==> src/rtl/leap_pkg.sv <==
package leap_pkg;
  parameter int DIGIT_W = 4;
  parameter int DIGITS  = 4;
  parameter int PAIRS   = DIGITS / 2;
  parameter int YEAR_W  = DIGIT_W * DIGITS;
  parameter int MAX_DIGIT = 9;

  typedef logic [DIGIT_W-1:0] digit_t;

  // strobes handed from the datapath to the control
  typedef struct packed {
    logic lowPairDiv4;   // tens/ones pair is a multiple of 4
    logic highPairDiv4;  // thousands/hundreds pair is a multiple of 4
    logic lowPairZero;   // tens and ones digits are both zero
    logic allDigitsOk;   // no digit above nine
  } leapStrobes_t;
endpackage

==> src/rtl/bcd_digit_ok.sv <==
module bcd_digit_ok
  import leap_pkg::*;
(
  input  digit_t digitIn,
  output logic   digitOk
);
  localparam digit_t LIMIT = digit_t'(MAX_DIGIT);

  always_comb begin
    digitOk = (digitIn <= LIMIT);
  end
endmodule

==> src/rtl/bcd_pair_div4.sv <==
module bcd_pair_div4 (
  input  logic       upperLsb,
  input  logic [1:0] lowerLow,
  output logic       pairDiv4
);
  // even upper digit: lower must be 0, 4 or 8; odd upper digit: 2 or 6
  logic evenCase;
  logic oddCase;

  always_comb begin
    evenCase = !upperLsb && (lowerLow == 2'b00);
    oddCase  =  upperLsb && (lowerLow == 2'b10);
    pairDiv4 = evenCase || oddCase;
  end
endmodule

==> src/rtl/leap_datapath.sv <==
module leap_datapath
  import leap_pkg::*;
(
  input  logic [YEAR_W-1:0] yearBcd,
  output leapStrobes_t      strobes
);
  digit_t            digits [DIGITS];
  logic [DIGITS-1:0] digitOkVec;
  logic [PAIRS-1:0]  pairDiv4Vec;

  // digit 0 is ones, digit DIGITS-1 is thousands
  for (genvar d = 0; d < DIGITS; d++) begin : g_digit
    assign digits[d] = yearBcd[d*DIGIT_W +: DIGIT_W];
    bcd_digit_ok u_ok (
      .digitIn (digits[d]),
      .digitOk (digitOkVec[d])
    );
  end

  // pair 0 = tens/ones, pair 1 = thousands/hundreds
  for (genvar p = 0; p < PAIRS; p++) begin : g_pair
    bcd_pair_div4 u_div4 (
      .upperLsb (digits[2*p+1][0]),
      .lowerLow (digits[2*p][1:0]),
      .pairDiv4 (pairDiv4Vec[p])
    );
  end

  always_comb begin
    strobes.lowPairDiv4  = pairDiv4Vec[0];
    strobes.highPairDiv4 = pairDiv4Vec[PAIRS-1];
    strobes.lowPairZero  = (yearBcd[2*DIGIT_W-1:0] == '0);
    strobes.allDigitsOk  = &digitOkVec;
  end
endmodule

==> src/rtl/leap_control.sv <==
module leap_control
  import leap_pkg::*;
(
  input  leapStrobes_t strobes,
  output logic         isLeap,
  output logic         digitsValid,
  output logic         byFour,
  output logic         byHundred,
  output logic         byFourHundred
);
  logic plainLeap;

  always_comb begin
    byFour        = strobes.lowPairDiv4;
    byHundred     = strobes.lowPairZero;
    byFourHundred = strobes.lowPairZero && strobes.highPairDiv4;
    plainLeap     = byFour && !byHundred;
    isLeap        = plainLeap || byFourHundred;
    digitsValid   = strobes.allDigitsOk;
  end
endmodule

==> src/rtl/bcd_leap_detect.sv <==
module bcd_leap_detect
  import leap_pkg::*;
(
  input  logic [YEAR_W-1:0] yearBcd,
  output logic              isLeap,
  output logic              digitsValid,
  output logic              byFour,
  output logic              byHundred,
  output logic              byFourHundred
);
  leapStrobes_t strobes;

  leap_datapath u_dp (
    .yearBcd (yearBcd),
    .strobes (strobes)
  );

  leap_control u_ctl (
    .strobes       (strobes),
    .isLeap        (isLeap),
    .digitsValid   (digitsValid),
    .byFour        (byFour),
    .byHundred     (byHundred),
    .byFourHundred (byFourHundred)
  );
endmodule

==> config.mk <==
export PLATFORM = sky130hd
export DESIGN_NAME = bcd_leap_detect
export DESIGN_NICKNAME = d
export VERILOG_FILES = /design/src/rtl/leap_pkg.sv /design/src/rtl/bcd_digit_ok.sv /design/src/rtl/bcd_pair_div4.sv /design/src/rtl/leap_datapath.sv /design/src/rtl/leap_control.sv /design/src/rtl/bcd_leap_detect.sv
export SDC_FILE = /design/constraint.sdc
export NUM_CORES = 1
export LEC_CHECK = 0
export CELL_PAD_IN_SITES_DETAIL_PLACEMENT = 1
export CELL_PAD_IN_SITES_GLOBAL_PLACEMENT = 2
export CORE_AREA = 3 3 40 42
export DETAILED_ROUTE_END_ITERATION = 16
export DIE_AREA = 0 0 43 45
export PLACE_DENSITY = 0.9
export RECOVER_POWER = 100
export SLEW_MARGIN = 20
export SYNTH_ARGS = -nofsm -noshare
export SYNTH_HDL_FRONTEND = slang
export SYNTH_SLANG_ARGS = --single-unit
export TNS_END_PERCENT = 10
==> constraint.sdc <==
create_clock -name vclk -period 1.85
set_input_delay 0.37 -clock vclk [all_inputs]
set_output_delay 0.37 -clock vclk [all_outputs]
set_load 0.01 [all_outputs]
==> metrics <==
Pre-antenna DRT Iters=1; crit path cell chain=buf_6, or4_4, nor4b_4, a21o_1, buf_2; Buf/Inv on CP=2; max_cap viols=0; Mean Syn Cell Area=7.78 um2; Clock buffer cells=0; die height=45 um; first-pass GRT wire length=952 um; final setup fails=1; Highest Clock Rate=0.531 GHz; multiplexer share of the synthesized area=0%; Synth Area in Adders=0%; CP Max Fanout=2; sequential fraction of the synthesis area=0%; unrepaired setup endpoints after global routing=yes; simple-gate area share of the yosys netlist=55.2%; Hold EP=byFourHundred; Leakage=0.183 nW; Site Rows=13; Placed Cells=55; grt ovf=0; Worst Hold Class=primary input to output pin; Die ar.=1940 um2; initial core utilization=8.47%; Finished Layout Cells=57; FF+latch count=0; Unique masters post-synth=11; core area=1280 um2; largest family of logic cells by synthesized area=simple AND/OR/NAND/NOR gates; Setup WS post-layout=-0.0341 ns; vias in the first global route=231; ANT cells=0; crit end category=output pin; Worst Tran Pin Value=0.247 ns; Syn-to-layout area delta=249%; First DRT Iteration DRCs=0; initial antenna violation count=0; CP peak stage delay=0.54 ns; hold path startpoint=yearBcd[2]; post-synthesis compound-gate area fraction=25.3%; fin crit share=102%; post-synth design cell area=109 um2; Util after Layout=29.6%; Routed WL=653 um; vias after detailed routing=221; failing checks=setup timing; slowest cell on the critical path=or4_4; Crit Path Category=primary input to output pin; DIE WIDTH=43 um; CP arrival=1.51 ns; Final Hold Vio Count=0; num ports=21; WHS Path Cells=4; Routed WL per cell=11.5 um; vias per inst=3.88; Worst path top cell family by delay=simple AND/OR/NAND/NOR gates; Slew headroom=83.5%; PD cells=185 nW/um2; Yosys warning count=0; overall routing resource usage=6.22%; cell count after synthesis=14; Seq. cell area=0 um2; Synth Area in XOR/XNOR=16.1%; Antenna Nets Post-Route=0; IO Port Bufs=21; GP Congestion=0.645; largest net degree at the start of global routing=3; min Tclk post-route=1.88 ns; max-slew violations=0; status=complete, but fails checks; DR DRC count=0; Synthesized Nets=30; Final #Nets=60; VDD IR max=0.0500 mV; Worst EP required=1.48 ns; share of layout cells above drive strength 1=42.9%; Worst setup SP type=primary input
==> per-stage QoR <==
stage | setup TNS, ns | setup slack (ns) | hold slack (ns) | instance area [um2] | power [W]
2_1_floorplan | 0 | 0.0809 | 0.769 | 109 | 0.0000147
3_5_place_dp | -3.05 | -0.834 | 1.79 | 375 | 0.0000724
5_1_grt | -0.140 | -0.0859 | 1.13 | 380 | 0.0000762
3_3_place_gp | -2.84 | -0.795 | 1.78 | 375 | 0.0000710
4_1_cts | -0.0888 | -0.0750 | 1.12 | 364 | 0.0000663
6_report | -0.0341 | -0.0341 | 1.11 | 380 | 0.0000704
==> area by class of cell <==
| class | instances | area [um2] |
|---|---|---|
| Fill cell | 160 | 905 |
| Inverter | 1 | 3.75 |
| Multi-Input combinational cell | 13 | 120 |
| Timing Repair Buffer | 28 | 238 |
| Tap cell | 15 | 18.8 |
==> Yosys cell counts <==
| master | count | share of area, % |
|---|---|---|
| o21ai_0 | 3 | 14 |
| and4_1 | 1 | 8.0 |
| or4_4 | 1 | 10 |
| inv_1 | 1 | 3.4 |
| o21ai_1 | 1 | 4.6 |
| a21o_1 | 1 | 6.9 |
| nor4_1 | 1 | 5.8 |
| nand2b_1 | 1 | 5.8 |
| nor4b_4 | 1 | 22 |
| xor2_1 | 2 | 16 |
| nor2_1 | 1 | 3.4 |
==> tightest hold or removal path: cells and delay by family <==
| kind | cells | cell delay, ns |
|---|---|---|
| buf+inv | 2 | 0.20 |
| simple gates | 2 | 0.16 |
==> cell families (layout without fill, tap and decap cells) <==
logic type	after synthesis	after routing
AND/OR/NAND/NOR	6	6
AO/OA/AOI/OAI	5	5
XOR/XNOR	2	2
buffers and inverters	1	29
==> placed cells by master (no fill, tap or decap), drive strengths merged <==
master         netlist  routed
a21o                 1       1
and4                 1       1
buf                  0      13
clkbuf               0       1
clkdlybuf4s15        0       1
clkdlybuf4s50        0       8
dlygate4sd2          0       5
inv                  1       1
nand2b               1       1
nor2                 1       1
nor4                 1       1
nor4b                1       1
o21ai                4       4
or4                  1       1
xor2                 2       2
==> per-layer routing <==
layer	vias to the layer above	wire (um)	global-route usage, %
met2	13	382	14.1
met3	0	63	0.797
met5	-	0	0
li1	110	-	-
met4	0	0	0
met1	98	207	6.19
==> repair_timing <==
item	in CTS	in global routing
endpoints found under the hold margin	0	0
buffers inserted	1	1
resized for setup	33	4
pin swaps	4	4
hold buffers	0	0
gates cloned	0	0
setup endpoints to repair	5	4
==> power by group <==
group / total [W] / internal [W] / switching (W) / leakage (nW)
clock: 0 / 0 / 0 / 0
sequential: 0 / 0 / 0 / 0
combinational: 0.0000704 / 0.0000461 / 0.0000243 / 0.183
==> how the worst max path moves through the flow <==
stage,startpoint,endpoint,slack (ns),cells after the start
after floorplan,yearBcd[1],isLeap,0.08,3
after global placement,yearBcd[1],isLeap,-0.80,5
after detailed placement,yearBcd[1],isLeap,-0.83,5
after CTS,yearBcd[2],isLeap,-0.07,5
after global routing,yearBcd[1],isLeap,-0.09,5
final,yearBcd[1],isLeap,-0.03,5
(Power assumes the default switching activity.)
